[config.mk]
export PLATFORM = sky130hd
export DESIGN_NAME = led_shift_ctrl
export DESIGN_NICKNAME = d
export VERILOG_FILES = /design/src/rtl/led_shift_pkg.sv /design/src/rtl/led_shift_regs.sv /design/src/rtl/led_shift_rate.sv /design/src/rtl/led_shift_engine.sv /design/src/rtl/led_shift_ctrl.sv
export SDC_FILE = /design/constraint.sdc
export NUM_CORES = 1
export LEC_CHECK = 0
export ABC_AREA = 1
export CORE_MARGIN = 4
export CORE_UTILIZATION = 45
export CTS_BUF_LIST = sky130_fd_sc_hd__clkbuf_4 sky130_fd_sc_hd__clkbuf_8 sky130_fd_sc_hd__clkbuf_16
export CTS_CLUSTER_SIZE = 20
export DETAILED_ROUTE_END_ITERATION = 16
export PLACE_DENSITY_LB_ADDON = 0.08
export SETUP_SLACK_MARGIN = 0.5
export SYNTH_ARGS = -nofsm -noshare
export SYNTH_HDL_FRONTEND = slang
export SYNTH_SLANG_ARGS = --single-unit
[constraint.sdc]
create_clock -name clk -period 2.9 [get_ports clk]
set_clock_uncertainty 0.1 [all_clocks]
set_input_delay 0.58 -clock clk [delete_from_list [all_inputs] [get_ports clk]]
set_output_delay 0.58 -clock clk [all_outputs]
set_load 0.005 [all_outputs]
[src/rtl/led_shift_pkg.sv]
package led_shift_pkg;

   typedef enum logic [1:0] {
      ST_IDLE  = 2'd0,
      ST_SHIFT = 2'd1,
      ST_STORE = 2'd2
   } eng_state_t;

   // update source code that selects periodic refresh
   localparam logic [1:0] UPD_PERIODIC = 2'b10;

   // number of rate codes that carry a distinct frequency
   localparam int unsigned NUM_RATES = 4;

   // refresh frequency in Hz for a rate code; codes past the table use the fastest
   function automatic int unsigned rate_hz(input int unsigned code);
      case (code)
         0:       rate_hz = 2;
         1:       rate_hz = 4;
         2:       rate_hz = 8;
         default: rate_hz = 10;
      endcase
   endfunction

endpackage

[src/rtl/led_shift_regs.sv]
module led_shift_regs
   import led_shift_pkg::*;
#(
   parameter int unsigned ADDR_W = 5,
   parameter int unsigned NGRP   = 3,
   parameter int unsigned GRP_W  = 8
) (
   input  logic                   clk,
   input  logic                   rst_n,
   input  logic                   bus_wen,
   input  logic [ADDR_W-1:0]      bus_addr,
   input  logic [31:0]            bus_wdata,
   output logic [31:0]            bus_rdata,
   input  logic                   busy,
   input  logic                   done,
   output logic                   req_pend,
   output logic                   edge_fall,
   output logic [1:0]             ovr,
   output logic                   periodic,
   output logic [3:0]             rate,
   output logic [NGRP-1:0]        grp_en,
   output logic [NGRP*GRP_W-1:0]  image
);

   localparam int unsigned IMG_W  = NGRP * GRP_W;
   localparam int unsigned WIDX_W = ADDR_W - 2;

   if (ADDR_W < 4) begin : g_bad_addr
      $error("led_shift_regs: ADDR_W must be at least 4");
   end
   if (IMG_W > 32 || NGRP > 23) begin : g_bad_img
      $error("led_shift_regs: image must fit below the configuration fields");
   end

   logic [WIDX_W-1:0] widx;
   logic              wr_ctl, wr_cfg, wr_img;
   logic [1:0]        upd;
   logic              unused_bits;

   assign widx   = bus_addr[ADDR_W-1:2];
   assign wr_ctl = bus_wen && (widx == WIDX_W'(0));
   assign wr_cfg = bus_wen && (widx == WIDX_W'(1));
   assign wr_img = bus_wen && (widx == WIDX_W'(2));
   assign periodic = (upd == UPD_PERIODIC);
   assign unused_bits = ^{bus_wdata, bus_addr[1:0]};

   always_ff @(posedge clk or negedge rst_n) begin
      if (!rst_n) begin
         edge_fall <= 1'b0;
         ovr       <= '0;
         upd       <= '0;
         rate      <= '0;
         grp_en    <= '0;
         image     <= '0;
         req_pend  <= 1'b0;
      end else begin
         if (wr_ctl) begin
            edge_fall <= bus_wdata[26];
            ovr       <= bus_wdata[25:24];
         end
         if (wr_cfg) begin
            upd    <= bus_wdata[31:30];
            rate   <= bus_wdata[26:23];
            grp_en <= bus_wdata[NGRP-1:0];
         end
         if (wr_img) begin
            image <= bus_wdata[IMG_W-1:0];
         end
         if (wr_ctl && bus_wdata[31] && !periodic) begin
            req_pend <= 1'b1;
         end else if (done) begin
            req_pend <= 1'b0;
         end
      end
   end

   always_comb begin
      bus_rdata = '0;
      case (widx)
         WIDX_W'(0): begin
            bus_rdata[31]    = req_pend;
            bus_rdata[30]    = busy;
            bus_rdata[26]    = edge_fall;
            bus_rdata[25:24] = ovr;
         end
         WIDX_W'(1): begin
            bus_rdata[31:30]    = upd;
            bus_rdata[26:23]    = rate;
            bus_rdata[NGRP-1:0] = grp_en;
         end
         WIDX_W'(2): bus_rdata[IMG_W-1:0] = image;
         default: ;
      endcase
   end

endmodule

[src/rtl/led_shift_rate.sv]
module led_shift_rate
   import led_shift_pkg::*;
#(
   parameter int unsigned CLK_HZ  = 100_000_000,
   parameter int unsigned SIM_DIV = 1
) (
   input  logic       clk,
   input  logic       rst_n,
   input  logic       run,
   input  logic [3:0] code,
   output logic       tick
);

   localparam int unsigned P_SLOW = CLK_HZ / (rate_hz(0) * SIM_DIV);
   localparam int unsigned P_FAST = CLK_HZ / (rate_hz(NUM_RATES - 1) * SIM_DIV);
   localparam int unsigned CNT_W  = $clog2(P_SLOW + 1);

   if (SIM_DIV < 1) begin : g_bad_div
      $error("led_shift_rate: SIM_DIV must be at least 1");
   end
   if (P_FAST < 2) begin : g_bad_clk
      $error("led_shift_rate: CLK_HZ too low for the fastest rate");
   end

   logic [CNT_W-1:0] lim [NUM_RATES];
   logic [CNT_W-1:0] cnt;
   logic [1:0]       sel;
   logic             wrap;

   for (genvar k = 0; k < NUM_RATES; k++) begin : g_lim
      assign lim[k] = CNT_W'(CLK_HZ / (rate_hz(k) * SIM_DIV) - 1);
   end

   assign sel  = (code > 4'd3) ? 2'd3 : code[1:0];
   assign wrap = (cnt >= lim[sel]);
   assign tick = run && wrap;

   always_ff @(posedge clk or negedge rst_n) begin
      if (!rst_n) begin
         cnt <= '0;
      end else if (!run || wrap) begin
         cnt <= '0;
      end else begin
         cnt <= cnt + 1'b1;
      end
   end

endmodule

[src/rtl/led_shift_engine.sv]
module led_shift_engine
   import led_shift_pkg::*;
#(
   parameter int unsigned NGRP  = 3,
   parameter int unsigned GRP_W = 8,
   parameter int unsigned HALF  = 4
) (
   input  logic                   clk,
   input  logic                   rst_n,
   input  logic                   start,
   input  logic [NGRP*GRP_W-1:0]  image,
   input  logic [NGRP-1:0]        grp_en,
   input  logic [1:0]             ovr,
   input  logic [1:0]             hw_src,
   input  logic                   edge_fall,
   output logic                   sclk,
   output logic                   sdata,
   output logic                   store,
   output logic                   busy,
   output logic                   done
);

   localparam int unsigned IMG_W = NGRP * GRP_W;
   localparam int unsigned BIT_W = $clog2(IMG_W + 1);

   if (HALF < 1) begin : g_bad_half
      $error("led_shift_engine: HALF must be at least 1");
   end
   if (IMG_W < 2 || GRP_W < 1) begin : g_bad_img
      $error("led_shift_engine: image must hold the two override bits");
   end

   eng_state_t       state;
   logic             phase;
   logic             half_end;
   logic [IMG_W-1:0] shreg, snap, compact;
   logic [BIT_W-1:0] left, nbits;
   int               fill;

   // half shift-clock period timer; a plain strobe when one cycle per half
   if (HALF == 1) begin : g_nodiv
      assign half_end = 1'b1;
   end else begin : g_div
      localparam int unsigned DIV_W = $clog2(HALF);
      logic [DIV_W-1:0] div;
      always_ff @(posedge clk or negedge rst_n) begin
         if (!rst_n) begin
            div <= '0;
         end else if (state == ST_IDLE || half_end) begin
            div <= '0;
         end else begin
            div <= div + 1'b1;
         end
      end
      assign half_end = (div == DIV_W'(HALF - 1));
   end

   // override substitution on the snapshot
   always_comb begin
      snap = image;
      if (ovr[0]) snap[0] = hw_src[0];
      if (ovr[1]) snap[1] = hw_src[1];
   end

   // pack enabled groups at the top, highest group first
   always_comb begin
      compact = '0;
      fill    = 0;
      for (int g = NGRP - 1; g >= 0; g--) begin
         if (grp_en[g]) begin
            compact[IMG_W - 1 - fill * GRP_W -: GRP_W] = snap[g * GRP_W +: GRP_W];
            fill = fill + 1;
         end
      end
      nbits = BIT_W'(fill * GRP_W);
   end

   always_ff @(posedge clk or negedge rst_n) begin
      if (!rst_n) begin
         state <= ST_IDLE;
         phase <= 1'b0;
         shreg <= '0;
         left  <= '0;
      end else begin
         case (state)
            ST_IDLE: begin
               if (start) begin
                  shreg <= compact;
                  left  <= nbits;
                  phase <= 1'b0;
                  state <= (nbits == '0) ? ST_STORE : ST_SHIFT;
               end
            end
            ST_SHIFT: begin
               if (half_end) begin
                  phase <= !phase;
                  if (phase) begin
                     shreg <= shreg << 1;
                     left  <= left - 1'b1;
                     if (left == BIT_W'(1)) state <= ST_STORE;
                  end
               end
            end
            ST_STORE: begin
               if (half_end) begin
                  phase <= !phase;
                  if (phase) state <= ST_IDLE;
               end
            end
            default: state <= ST_IDLE;
         endcase
      end
   end

   assign busy  = (state != ST_IDLE);
   assign store = (state == ST_STORE);
   assign done  = (state == ST_STORE) && half_end && phase;
   assign sclk  = edge_fall ^ ((state == ST_SHIFT) && phase);
   assign sdata = (state == ST_SHIFT) && shreg[IMG_W-1];

endmodule

[src/rtl/led_shift_ctrl.sv]
module led_shift_ctrl
   import led_shift_pkg::*;
#(
   parameter int unsigned CLK_HZ     = 100_000_000,
   parameter int unsigned SIM_DIV    = 1,
   parameter int unsigned NGRP       = 3,
   parameter int unsigned GRP_W      = 8,
   parameter int unsigned SHIFT_HALF = 4,
   parameter int unsigned ADDR_W     = 5
) (
   input  logic              clk,
   input  logic              rst_n,
   input  logic              bus_wen,
   input  logic [ADDR_W-1:0] bus_addr,
   input  logic [31:0]       bus_wdata,
   output logic [31:0]       bus_rdata,
   input  logic [1:0]        hw_src,
   output logic              led_sdata,
   output logic              led_sclk,
   output logic              led_store
);

   localparam int unsigned IMG_W = NGRP * GRP_W;

   logic             eng_busy, eng_done, req_pend, edge_fall, periodic, tick, start;
   logic [1:0]       ovr;
   logic [3:0]       rate;
   logic [NGRP-1:0]  grp_en;
   logic [IMG_W-1:0] image;

   led_shift_regs #(
      .ADDR_W (ADDR_W),
      .NGRP   (NGRP),
      .GRP_W  (GRP_W)
   ) u_regs (
      .clk       (clk),
      .rst_n     (rst_n),
      .bus_wen   (bus_wen),
      .bus_addr  (bus_addr),
      .bus_wdata (bus_wdata),
      .bus_rdata (bus_rdata),
      .busy      (eng_busy),
      .done      (eng_done),
      .req_pend  (req_pend),
      .edge_fall (edge_fall),
      .ovr       (ovr),
      .periodic  (periodic),
      .rate      (rate),
      .grp_en    (grp_en),
      .image     (image)
   );

   led_shift_rate #(
      .CLK_HZ  (CLK_HZ),
      .SIM_DIV (SIM_DIV)
   ) u_rate (
      .clk   (clk),
      .rst_n (rst_n),
      .run   (periodic),
      .code  (rate),
      .tick  (tick)
   );

   assign start = periodic ? tick : req_pend;

   led_shift_engine #(
      .NGRP  (NGRP),
      .GRP_W (GRP_W),
      .HALF  (SHIFT_HALF)
   ) u_eng (
      .clk       (clk),
      .rst_n     (rst_n),
      .start     (start),
      .image     (image),
      .grp_en    (grp_en),
      .ovr       (ovr),
      .hw_src    (hw_src),
      .edge_fall (edge_fall),
      .sclk      (led_sclk),
      .sdata     (led_sdata),
      .store     (led_store),
      .busy      (eng_busy),
      .done      (eng_done)
   );

endmodule

==> results of run 1 <==
[worst min path at each step]
stage	end	slack, ns
2_1_floorplan	u_eng.g_div.div[0]	0.18
3_3_place_gp	u_eng.g_div.div[0]	0.32
3_5_place_dp	u_eng.g_div.div[0]	0.33
4_1_cts	u_rate.cnt[23]	0.12
5_1_grt	u_rate.cnt[17]	0.14
6_report	u_rate.cnt[23]	0.10
[state kept, by name (all words and copies together), names as in the netlist, 2 cells and up]
| register | cells |
|---|---|
| u_regs.image | 24 |
| u_eng.state | 2 |
| u_rate.cnt | 26 |
| u_regs.ovr | 2 |
| u_eng.g_div.div | 2 |
| u_eng.left | 5 |
| u_regs.upd | 2 |
| u_eng.shreg | 24 |
| u_regs.grp_en | 3 |
| u_regs.rate | 4 |
[routing by layer]
metal / global-route usage / up-vias / routed length, um
li1: - / 2606 / -
met1: 0.267 / 2501 / 6650
met2: 0.377 / 173 / 7780
met3: 0.0380 / 41 / 659
met4: 0.0931 / 0 / 469
met5: 0 / - / 0
[report_power, final]
group	internal [mW]	switching [mW]	total (mW)
Sequential	1.62	0.198	1.81
Clock	0.875	0.524	1.40
Combinational	0.995	1.37	2.36
[cell type report]
| class | count | area [um^2] | area share |
|---|---|---|---|
| Clock buffer | 11 | 246 | 0.0331 |
| Inverter | 81 | 309 | 0.0415 |
| Timing Repair Buffer | 115 | 1100 | 0.148 |
| Sequential cell | 97 | 2430 | 0.326 |
| Tap cell | 168 | 210 | 0.0282 |
| Clock inverter | 5 | 103 | 0.0138 |
| Multi-Input combinational cell | 541 | 3050 | 0.410 |
[cell usage after synthesis, drive strengths merged, types with 12 or more instances]
master / count / area (um^2)
nand3: 45 / 230
xor2: 12 / 105
a21oi: 40 / 204
o21ai: 39 / 195
o22ai: 15 / 93.8
buf: 12 / 80.1
clkbuf: 18 / 67.6
nand2: 195 / 734
nor2: 104 / 395
ha: 28 / 350
nor3: 22 / 115
inv: 80 / 300
dfrtp: 97 / 2430
[cell families after synthesis]
family | count (synthesis) | synth area share
other | 1 | 0.000671
multiplexers | 2 | 0.00358
XOR/XNOR | 16 | 0.0251
adder cells (fa/ha/maj) | 28 | 0.0627
AO/OA/AOI/OAI | 112 | 0.112
buffers and inverters | 111 | 0.0808
AND/OR/NAND/NOR | 380 | 0.281
flip-flops | 97 | 0.434
[metrics by stage]
stage | TNS, ns | power, mW | utilization
finish | 0 | 5.58 | 0.615
global route | -0.0317 | 5.96 | 0.615
CTS | 0 | 5.21 | 0.591
detailed placement | -0.0232 | 3.66 | 0.545
global placement | -0.00598 | 3.60 | 0.545
floorplan | 0 | 3.03 | -
[repair_timing]
action | CTS | global route
gates resized for setup | 114 | 55
setup buffers | 17 | 5
pin swaps | 6 | 16
endpoints found under the setup margin | 89 | 88
gates cloned | 2 | 5
==> flow_summary.rst, run 1 <==
.. list-table::
   :header-rows: 1

   * - Metric
     - Value
   * - Outcome
     - completed
   * - Die W
     - 119 um
   * - Top library cells by usage in the layout, fill and taps aside
     - sky130_fd_sc_hd__nand2_1, sky130_fd_sc_hd__nor2_1, sky130_fd_sc_hd__dfrtp_1
   * - Predominant post-synthesis flop cell
     - sky130_fd_sc_hd__dfrtp_1
   * - CP Data Required Time
     - 3.05 ns
   * - Number of placed instances with taps included
     - 973
   * - Synthesis warning total
     - 0
   * - Arrival time at the worst endpoint
     - 2.92 ns
   * - Vias in the first global route
     - 5289
   * - Number of buffers on the longest clock path
     - 2
   * - Instance area at placement
     - 0.00660 mm^2
   * - CTS tree
     - yes
   * - R2R setup slack
     - 0.13 ns
   * - Setup crit end kind
     - register
   * - Net count reported at finish
     - 915
   * - Most common library cell in the layout ignoring fill and taps
     - sky130_fd_sc_hd__nand2_1
   * - Final slew viol count
     - 0
   * - Max Fanout on Critical Path
     - 6
   * - Highest achievable clock rate
     - 361 MHz
   * - Number of antenna violations at the first check in global routing
     - 0
   * - Number of cells on the worst reg-to-reg path
     - 16
   * - Critical Path End
     - u_eng.shreg[3]
   * - Final cell count without fillers
     - 1018
   * - Post-synthesis async set-or-reset flop share
     - 1.00
   * - Critical path, cell by cell
     - nor3_4 > inv_2 > ha_4 > ha_4 > nand2_2 > nor2_1 > nand4_1 > nor2_1 > nand2_2 > nand3_2 > nand2_2 > nand3_4 > nand2_8 > clkbuf_16 > nand2_2 > nand2_2
   * - Sinks on the clock net
     - 97
   * - Count of input and output buffers
     - 68
   * - Global-route wire length before repair
     - 25100 um
   * - RSZ-0062 raised after global routing
     - true
   * - PwrDens
     - 749 mW/mm^2
   * - Number of design-rule violations left by the first detailed-router iteration
     - 395
   * - Number of DRC violations after detailed routing
     - 0
   * - Leakage component of the power
     - 3.68 nW
   * - Maximum number of pins on one net before global-route repair
     - 58
   * - Slew HR
     - 0.611
   * - Antenna Nets Post-Route
     - 0
   * - Setup crit start kind
     - register
   * - Library cells used by synthesis
     - 35
   * - Detailed-route via count
     - 5321
   * - Type of the most critical hold path
     - in -> async
   * - Number of placement rows
     - 40
   * - GRT Resource Usage Total
     - 0.218
   * - Number of synthesized register bits
     - 97
   * - Gate family responsible for the most delay along the worst path
     - simple AND/OR/NAND/NOR gates
   * - Post-placement worst setup slack
     - -0.00900 ns
   * - Height of the die
     - 119 um
   * - Clock-pin slew reported for the worst setup and hold paths after clock tree synthesis
     - 0.06 ns
   * - Layout overhead on the synthesized area
     - 33.2%
   * - Final critical delay including setup and external delays
     - 2.77 ns
   * - Max VDD drop
     - 0.361 mV
   * - Reg2reg start
     - u_regs.rate[3]
   * - Average footprint of a synthesized cell
     - 7.49 um^2
   * - Cell area after technology mapping
     - 0.00559 mm^2
   * - First-pass iteration count of the detailed router
     - 5
   * - Starting density of the core
     - 0.462
   * - DRT Wirelength
     - 15600 um
   * - Diode insertion count for antenna repair
     - 0
   * - Final worst path period share
     - 0.957
   * - Number of enable-type register cells in the synthesized netlist
     - 0
   * - Setup slack of the critical path after layout
     - 0.126 ns
   * - CORE AREA
     - 0.0121 mm^2
   * - Overflow left after global routing
     - 0
   * - Worst hold-check slack
     - 0.102 ns
   * - Level count of the clock H-tree
     - 3
   * - Final non-filler cell area
     - 0.00745 mm^2
   * - Biggest cell delay along the critical path
     - 0.46 ns
   * - Average wire length per cell after detail routing
     - 15.3 um
   * - GP Congestion
     - 0.879
   * - Capture instance of the worst register-to-register path
     - u_eng.shreg[3]
   * - DIE AREA
     - 0.0143 mm^2
   * - Setup Crit Path Kind
     - reg -> reg
   * - Count of filler cells inserted in the layout
     - 1087
   * - Slowest stage cell on the critical path
     - sky130_fd_sc_hd__dfrtp_2
   * - Number of buffer and inverter instances along the worst setup path
     - 2
   * - Fraction of layout cells with a size suffix above 1
     - 0.191
   * - Root Buffer
     - sky130_fd_sc_hd__clkbuf_16
   * - Most common cell on crit path
     - sky130_fd_sc_hd__nand2_2
   * - Sequential element share of the synthesized area
     - 0.434
   * - Vias/cell
     - 5.23
   * - Number of failing hold endpoints at the final stage
     - 0
   * - Placed wire-length estimate
     - 10400 um
   * - Number of endpoints failing setup at the final stage
     - 0
   * - Total CTS buffers
     - 9
   * - Crit. path cell count
     - 16
   * - Slew at the pin closest to its max-slew limit
     - 0.580 ns
   * - Number of buffers added to fix hold violations after cts
     - 0
   * - Worst skew pair latency
     - 0.36 ns
   * - Source of the critical timing path
     - u_regs.rate[3]
   * - Top-Level Pins
     - 77
   * - Max cap viols
     - 0
   * - Post-Synthesis Cells
     - 747
Note: power is estimated with default switching activity, not from simulation.
==> run 2, diff against run 1 <==
- GPL_TIMING_DRIVEN: unset -> 0
==> run 2 against run 1 <==
Compared with the run above:
- cell count rose by 1.9%
- final area is 1.6% higher
- flip-flop and latch count unchanged
- largest power group unchanged
- sequential power about the same
==> flow_summary.rst, run 2 (synthesized netlist as in run 1, its figures left out) <==
.. list-table::
   :header-rows: 1

   * - Metric
     - Value
   * - Vias/cell
     - 5.10 (-2.4%)
   * - Die W
     - 119 um (unchanged)
   * - Register with the highest flop count
     - u_rate.cnt
   * - Maximum number of pins on one net before global-route repair
     - 64 (+10%)
   * - Number of placement rows
     - 40 (unchanged)
   * - DIE AREA
     - 0.0143 mm^2 (unchanged)
   * - Number of buffers on the longest clock path
     - 2 (unchanged)
   * - RSZ-0062 raised after global routing
     - true
   * - Number of failing hold endpoints at the final stage
     - 0 (unchanged)
   * - Clock-pin slew reported for the worst setup and hold paths after clock tree synthesis
     - 0.07 ns (about the same)
   * - Instance area at placement
     - 0.00658 mm^2 (-0.21%)
   * - Relative contribution of combinational cells to total power
     - 0.429 (+0.005)
   * - Clock network fraction of design power
     - 0.247 (-0.004)
   * - GP Congestion
     - 0.915 (+4.2%)
   * - Sequential fraction of design power
     - 0.323 (-0.002)
   * - Internal Power
     - 3.52 mW (+1.1%)
   * - Max FFs per register
     - 26 (unchanged)
   * - Starting density of the core
     - 0.462 (unchanged)
   * - Vias in the first global route
     - 5483 (+3.7%)
   * - Global-route wire length before repair
     - 26200 um (+4.6%)
   * - Final non-filler cell area
     - 0.00757 mm^2 (+1.6%)
   * - Type of the most critical hold path
     - in -> async
   * - Antenna Nets Post-Route
     - 0 (unchanged)
   * - Number of endpoints failing setup at the final stage
     - 0 (unchanged)
   * - DRT Wirelength
     - 15700 um (+1.0%)
   * - Diode insertion count for antenna repair
     - 0 (unchanged)
   * - CTS tree
     - yes
   * - Level count of the clock H-tree
     - 3 (unchanged)
   * - First-pass iteration count of the detailed router
     - 5 (unchanged)
   * - Average wire length per cell after detail routing
     - 15.2 um (-0.85%)
   * - Top-Level Pins
     - 77 (unchanged)
   * - Final critical delay including setup and external delays
     - 2.76 ns (-0.0157 ns)
   * - Setup Crit Path Kind
     - reg -> reg
   * - Setup crit end kind
     - register
   * - Net count reported at finish
     - 934 (+2.1%)
   * - Max VDD drop
     - 0.317 mV (-12%)
   * - Max cap viols
     - 0 (unchanged)
   * - Placed wire-length estimate
     - 11100 um (+5.8%)
   * - Number of DRC violations after detailed routing
     - 0 (unchanged)
   * - P_sw
     - 2.09 mW (about the same)
   * - Overflow left after global routing
     - 0 (unchanged)
   * - Arrival time at the worst endpoint
     - 2.89 ns (-0.03 ns)
   * - Leakage component of the power
     - 3.71 nW (+0.79%)
   * - Share of total power consumed by net switching
     - 0.372 (-0.00270)
   * - Count of input and output buffers
     - 68 (unchanged)
   * - CP Data Required Time
     - 3.04 ns (about the same)
   * - Outcome
     - completed
   * - Largest regs
     - u_rate.cnt: 26 flops, u_eng.shreg: 24 flops, u_regs.image: 24 flops
   * - Setup TNS
     - 0 ns (unchanged)
   * - Total CTS buffers
     - 9 (unchanged)
   * - Final worst path period share
     - 0.951 (-0.00543)
   * - Top library cells by usage in the layout, fill and taps aside
     - sky130_fd_sc_hd__nand2_1, sky130_fd_sc_hd__dfrtp_1, sky130_fd_sc_hd__nor2_1
   * - Max Fanout on Critical Path
     - 6 (unchanged)
   * - GRT Resource Usage Total
     - 0.230 (+0.0122)
   * - PwrDens
     - 742 mW/mm^2 (-0.98%)
   * - Number of antenna violations at the first check in global routing
     - 0 (unchanged)
   * - Count of filler cells inserted in the layout
     - 1077 (-0.92%)
   * - Number of design-rule violations left by the first detailed-router iteration
     - 331 (-16%)
   * - CORE AREA
     - 0.0121 mm^2 (unchanged)
   * - Detailed-route via count
     - 5289 (-0.60%)
   * - Worst skew pair latency
     - 0.35 ns (about the same)
   * - Height of the die
     - 119 um (unchanged)
   * - Layout overhead on the synthesized area
     - 35.4%
   * - Most common library cell in the layout ignoring fill and taps
     - sky130_fd_sc_hd__nand2_1
   * - Root Buffer
     - sky130_fd_sc_hd__clkbuf_16
   * - Highest achievable clock rate
     - 363 MHz (+0.57%)
   * - Setup crit start kind
     - register
   * - Final slew viol count
     - 0 (unchanged)
   * - Fraction of layout cells with a size suffix above 1
     - 0.199 (+0.00849)
   * - Sinks on the clock net
     - 97 (unchanged)
run 2: cell types whose count changed in the layout (fill, tap and decap cells not counted), sizes merged:
cell	previous run	this run
clkinv	2	3
dlygate4sd2	14	16
buf	57	52
clkdlybuf4s50	33	34
clkinvlp	1	0
clkdlybuf4s15	4	0
clkbuf	16	42
bufbuf	1	0
run 2: power by group through the flow:
stage,sequential [mW],combinational (mW),clock [mW]
after floorplan,1.76,1.27,0
after global placement,1.80,1.78,0
after detailed placement,1.81,1.82,0
after CTS,1.80,2.31,1.42
after global routing,1.85,2.66,1.47
final,1.81,2.41,1.39
run 2: final cells by class:
class                   count  area [um^2]  area share
flip-flops and latches     97         2430       0.321
well taps                 168          210      0.0278
inverters                  81          307      0.0405
clock buffers              11          240      0.0317
plain buffers              30          244      0.0322
multi-input cells         541         3080       0.406
repair buffers            104          958       0.127
clock inverters             5          104      0.0137
run 2: final timing paths:
| path | startpoint | endpoint | slack [ns] | cells after the start |
|---|---|---|---|---|
| max | u_regs.rate[1] | u_eng.shreg[13] | 0.14 | 18 |
| min | rst_n | u_rate.cnt[21] | 0.08 | 1 |
| max reg2reg | u_regs.rate[1] | u_eng.shreg[13] | 0.14 | 18 |
| min reg2reg | u_eng.g_div.div[0] | u_eng.g_div.div[0] | 0.33 | 1 |
| max in group asynchronous | rst_n | u_regs.grp_en[2] | 1.95 | 2 |
| min in group clk | u_eng.g_div.div[0] | u_eng.g_div.div[0] | 0.33 | 1 |
run 2: metal layers:
layer | part of all wire | GRT usage | vias to the layer above
li1 | - | - | 2646
met1 | 0.43 | 0.274 | 2481
met2 | 0.50 | 0.397 | 126
met3 | 0.039 | 0.0461 | 36
met4 | 0.031 | 0.109 | 0
met5 | 0 | 0 | -
run 2: per-stage QoR:
| step | utilization | cells | setup WS [ns] | power, mW | hold WS, ns |
|---|---|---|---|---|---|
| after global routing | 0.625 | 1037 | 0.00742 | 5.98 | 0.118 |
| after detailed placement | 0.543 | 986 | -0.475 | 3.63 | 0.325 |
| after floorplan | - | 749 | 0.399 | 3.03 | 0.184 |
| after global placement | 0.541 | 985 | -2.44 | 3.58 | 0.319 |
| after CTS | 0.620 | 1035 | 0.167 | 5.53 | 0.0906 |
| final | 0.625 | 1037 | 0.142 | 5.61 | 0.0760 |
run 2: timing repair:
item,in CTS,in global routing
pin swaps,32,12
gates resized for setup,130,64
gates cloned,5,0
setup endpoints to repair,95,85
buffers inserted,28,2
hold buffers,0,0
run 2: critical path, stage by stage, from the launching register on:
cell and delay [ns]:
sky130_fd_sc_hd__dfrtp_1 0.42, sky130_fd_sc_hd__nor3_4 0.29, sky130_fd_sc_hd__buf_6 0.15, sky130_fd_sc_hd__ha_4 0.16, sky130_fd_sc_hd__inv_4 0.04, sky130_fd_sc_hd__ha_4 0.26
sky130_fd_sc_hd__nand2_4 0.05, sky130_fd_sc_hd__nor2_4 0.10, sky130_fd_sc_hd__nand4_1 0.14, sky130_fd_sc_hd__nor2_1 0.18, sky130_fd_sc_hd__nand2_2 0.08, sky130_fd_sc_hd__nand3_2 0.07
sky130_fd_sc_hd__nand2_2 0.06, sky130_fd_sc_hd__nand3_4 0.10, sky130_fd_sc_hd__nand2_2 0.07, sky130_fd_sc_hd__buf_6 0.15, sky130_fd_sc_hd__buf_6 0.13, sky130_fd_sc_hd__nand2_2 0.05
sky130_fd_sc_hd__nand2_1 0.05
==> run 3, diff against run 2 <==
- SETUP_SLACK_MARGIN: 0.5 -> 0.15
==> run 3 against run 2 <==
Compared with the run above:
- final area decreased by 4.2%
- worst setup slack got worse by 0.015 ns
- flip-flop and latch count is the same
- non-clock buffer count is 17 lower
- combinational power decreased by 7%
- total power is 8.4% lower
- global-route usage shrank 1.2 points
- die area stayed put
- fmax decreased by 0.53%
- sequential power about the same
- sequential share of layout area is 1.4 points higher
- highest routed layer unchanged
==> flow_summary.rst, run 3 (synthesized netlist as in run 1, its figures left out) <==
.. list-table::
   :header-rows: 1

   * - Metric
     - Value
   * - Outcome
     - completed
   * - Detailed-route via count
     - 5217 (-1.4%)
   * - RSZ-0062 raised after global routing
     - true
   * - Overflow left after global routing
     - 0 (unchanged)
   * - P_sw
     - 1.98 mW (-5.0%)
   * - Count of input and output buffers
     - 68 (unchanged)
   * - Number of antenna violations at the first check in global routing
     - 0 (unchanged)
   * - CTS tree
     - yes
   * - Number of placement rows
     - 40 (unchanged)
   * - Final non-filler cell area
     - 0.00725 mm^2 (-4.2%)
   * - Fraction of layout cells with a size suffix above 1
     - 0.125 (-0.0742)
   * - Vias/cell
     - 5.13 (+0.58%)
   * - Worst skew pair latency
     - 0.35 ns (about the same)
   * - Number of endpoints failing setup at the final stage
     - 0 (unchanged)
   * - GRT Resource Usage Total
     - 0.218 (-0.0123)
   * - Starting density of the core
     - 0.462 (unchanged)
   * - Max cap viols
     - 0 (unchanged)
   * - R2R setup slack
     - 0.13 ns (about the same)
   * - Setup crit end kind
     - register
   * - Number of cells on the worst reg-to-reg path
     - 18 (unchanged)
   * - Sinks on the clock net
     - 97 (unchanged)
   * - Layout overhead on the synthesized area
     - 29.6%
   * - Type of the most critical hold path
     - in -> async
   * - PwrDens
     - 710 mW/mm^2 (-4.3%)
   * - Max FFs per register
     - 26 (unchanged)
   * - First-pass iteration count of the detailed router
     - 5 (unchanged)
   * - Sequential fraction of design power
     - 0.351 (+0.028)
   * - Clock network fraction of design power
     - 0.214 (-0.033)
   * - Reg2reg start
     - u_regs.rate[2]
   * - Vias in the first global route
     - 4865 (-11%)
   * - Number of DRC violations after detailed routing
     - 0 (unchanged)
   * - Final cell count without fillers
     - 1017 (-1.9%)
   * - DRT Wirelength
     - 15400 um (-2.0%)
   * - Max VDD drop
     - 0.390 mV (+23%)
   * - Most common library cell in the layout ignoring fill and taps
     - sky130_fd_sc_hd__nand2_1
   * - Number of placed instances with taps included
     - 986 (unchanged)
   * - Slew at the pin closest to its max-slew limit
     - 0.592 ns
   * - Arrival time at the worst endpoint
     - 2.91 ns (+0.02 ns)
   * - Area occupied by multi-input gates
     - 0.00296 mm^2 (-3.7%)
   * - Antenna Nets Post-Route
     - 0 (unchanged)
   * - Root Buffer
     - sky130_fd_sc_hd__clkbuf_16
   * - Height of the die
     - 119 um (unchanged)
   * - Global-route wire length before repair
     - 25000 um (-4.7%)
   * - Level count of the clock H-tree
     - 3 (unchanged)
   * - Net count reported at finish
     - 917 (-1.8%)
   * - Number of design-rule violations left by the first detailed-router iteration
     - 320 (-3.3%)
   * - Highest achievable clock rate
     - 361 MHz (-0.53%)
   * - Top library cells by usage in the layout, fill and taps aside
     - sky130_fd_sc_hd__nand2_1, sky130_fd_sc_hd__nor2_1, sky130_fd_sc_hd__dfrtp_1
   * - Number of failing hold endpoints at the final stage
     - 0 (unchanged)
   * - Setup crit start kind
     - register
   * - CORE AREA
     - 0.0121 mm^2 (unchanged)
   * - Placed wire-length estimate
     - 11400 um (+3.3%)
   * - Capture instance of the worst register-to-register path
     - u_eng.shreg[17]
   * - Diode insertion count for antenna repair
     - 0 (unchanged)
   * - Max Fanout on Critical Path
     - 7 (+1)
   * - Register with the highest flop count
     - u_rate.cnt
   * - GP Congestion
     - 0.940 (+2.8%)
   * - Clock-pin slew reported for the worst setup and hold paths after clock tree synthesis
     - 0.06 ns (about the same)
   * - Most common cell on crit path
     - sky130_fd_sc_hd__nand2_2
   * - Biggest cell delay along the critical path
     - 0.45 ns (+0.03 ns)
   * - Setup Crit Path Kind
     - reg -> reg
   * - Leakage component of the power
     - 3.55 nW (-4.5%)
   * - Die W
     - 119 um (unchanged)
   * - Top-Level Pins
     - 77 (unchanged)
   * - Relative contribution of combinational cells to total power
     - 0.435 (+0.006)
   * - Final slew viol count
     - 0 (unchanged)
   * - Average wire length per cell after detail routing
     - 15.1 um (-0.12%)
   * - CP Data Required Time
     - 3.04 ns (about the same)
   * - Internal Power
     - 3.16 mW (-10%)
   * - Share of total power consumed by net switching
     - 0.386 (+0.0135)
   * - Final worst path period share
     - 0.956 (+0.00511)
   * - Final critical delay including setup and external delays
     - 2.77 ns (+0.0148 ns)
   * - Instance area at placement
     - 0.00652 mm^2 (-1.0%)
   * - DIE AREA
     - 0.0143 mm^2 (unchanged)
   * - Maximum number of pins on one net before global-route repair
     - 54 (-16%)
   * - Count of filler cells inserted in the layout
     - 1124 (+4.4%)
   * - Register cell area after layout
     - 0.00243 mm^2 (unchanged)
   * - Total CTS buffers
     - 9 (unchanged)
   * - Critical path, cell by cell
     - nor3_4 > buf_6 > ha_4 > inv_2 > ha_4 > nand2_4 > nor2_4 > nand4_1 > nor2_2 > nand2_2 > nand3_2 > nand2_2 > nand3_4 > nand2_4 > buf_8 > clkbuf_16 > nand2_2 > nand2_1
   * - Total Power Consumption
     - 5.14 mW (-8.4%)
   * - Number of buffers on the longest clock path
     - 2 (unchanged)
   * - Slowest stage cell on the critical path
     - sky130_fd_sc_hd__dfrtp_2
   * - Largest regs
     - u_rate.cnt: 26 flops, u_eng.shreg: 24 flops, u_regs.image: 24 flops
   * - Slew HR
     - 0.605
## run 3: how the worst max path moves through the flow
stage,slack [ns],startpoint,endpoint,depth (start not counted)
floorplan,0.20,u_regs.rate[3],u_eng.shreg[12],17
global placement,-2.47,rst_n,u_regs.image[10],1
detailed placement,-0.44,bus_addr[3],bus_rdata[13],7
CTS,0.15,u_regs.rate[3],u_eng.shreg[18],18
global route,-0.02,u_regs.rate[2],u_eng.shreg[16],17
finish,0.13,u_regs.rate[2],u_eng.shreg[17],18
## run 3: power groups by stage
stage	clock network, mW	registers [mW]	logic [mW]
2_1_floorplan	0	1.76	1.24
3_3_place_gp	0	1.79	1.75
3_5_place_dp	0	1.80	1.79
4_1_cts	1.12	1.79	1.94
5_1_grt	1.18	1.83	2.47
6_report	1.10	1.81	2.24
## run 3: layout make-up
| class | count | share of cell area |
|---|---|---|
| multi-input combinational | 541 | 0.408 |
| sequential | 97 | 0.335 |
| timing repair buffer | 87 | 0.120 |
| inverter | 81 | 0.0420 |
| clock buffer | 12 | 0.0350 |
| buffer | 30 | 0.0294 |
| tap | 168 | 0.0290 |
| clock inverter | 1 | 0.000691 |
## run 3: per-layer routing
metal / GRT usage / wire (um) / up-vias
met4: 0.0530 / 199 / 0
met5: 0 / 0 / -
met3: 0.0570 / 934 / 14
met2: 0.317 / 6730 / 152
met1: 0.323 / 7540 / 2441
li1: - / - / 2610
## run 3: timing repair
item / CTS / global route
setup endpoints to repair: 89 / 70
resized for setup: 40 / 65
gates cloned: 0 / 1
hold buffers: 0 / 0
buffers inserted: 8 / 9
pin swaps: 7 / 18
## run 3: critical path: cells and delay by family (launching register included)
kind	cells	cell delay, ns
adders and majority gates	2	0.42
buffers and inverters	4	0.52
DFF	1	0.45
and+or+nand+nor	12	1.17
## run 3: metrics by stage
step	worst slack [ns]	util	hold WS, ns	setup TNS (ns)
finish	0.127	0.598	0.123	0
global route	-0.0212	0.598	0.166	-0.118
CTS	0.152	0.574	0.136	0
detailed placement	-0.437	0.538	0.328	-26.95
global placement	-2.47	0.536	0.319	-263.51
floorplan	0.202	-	0.184	0
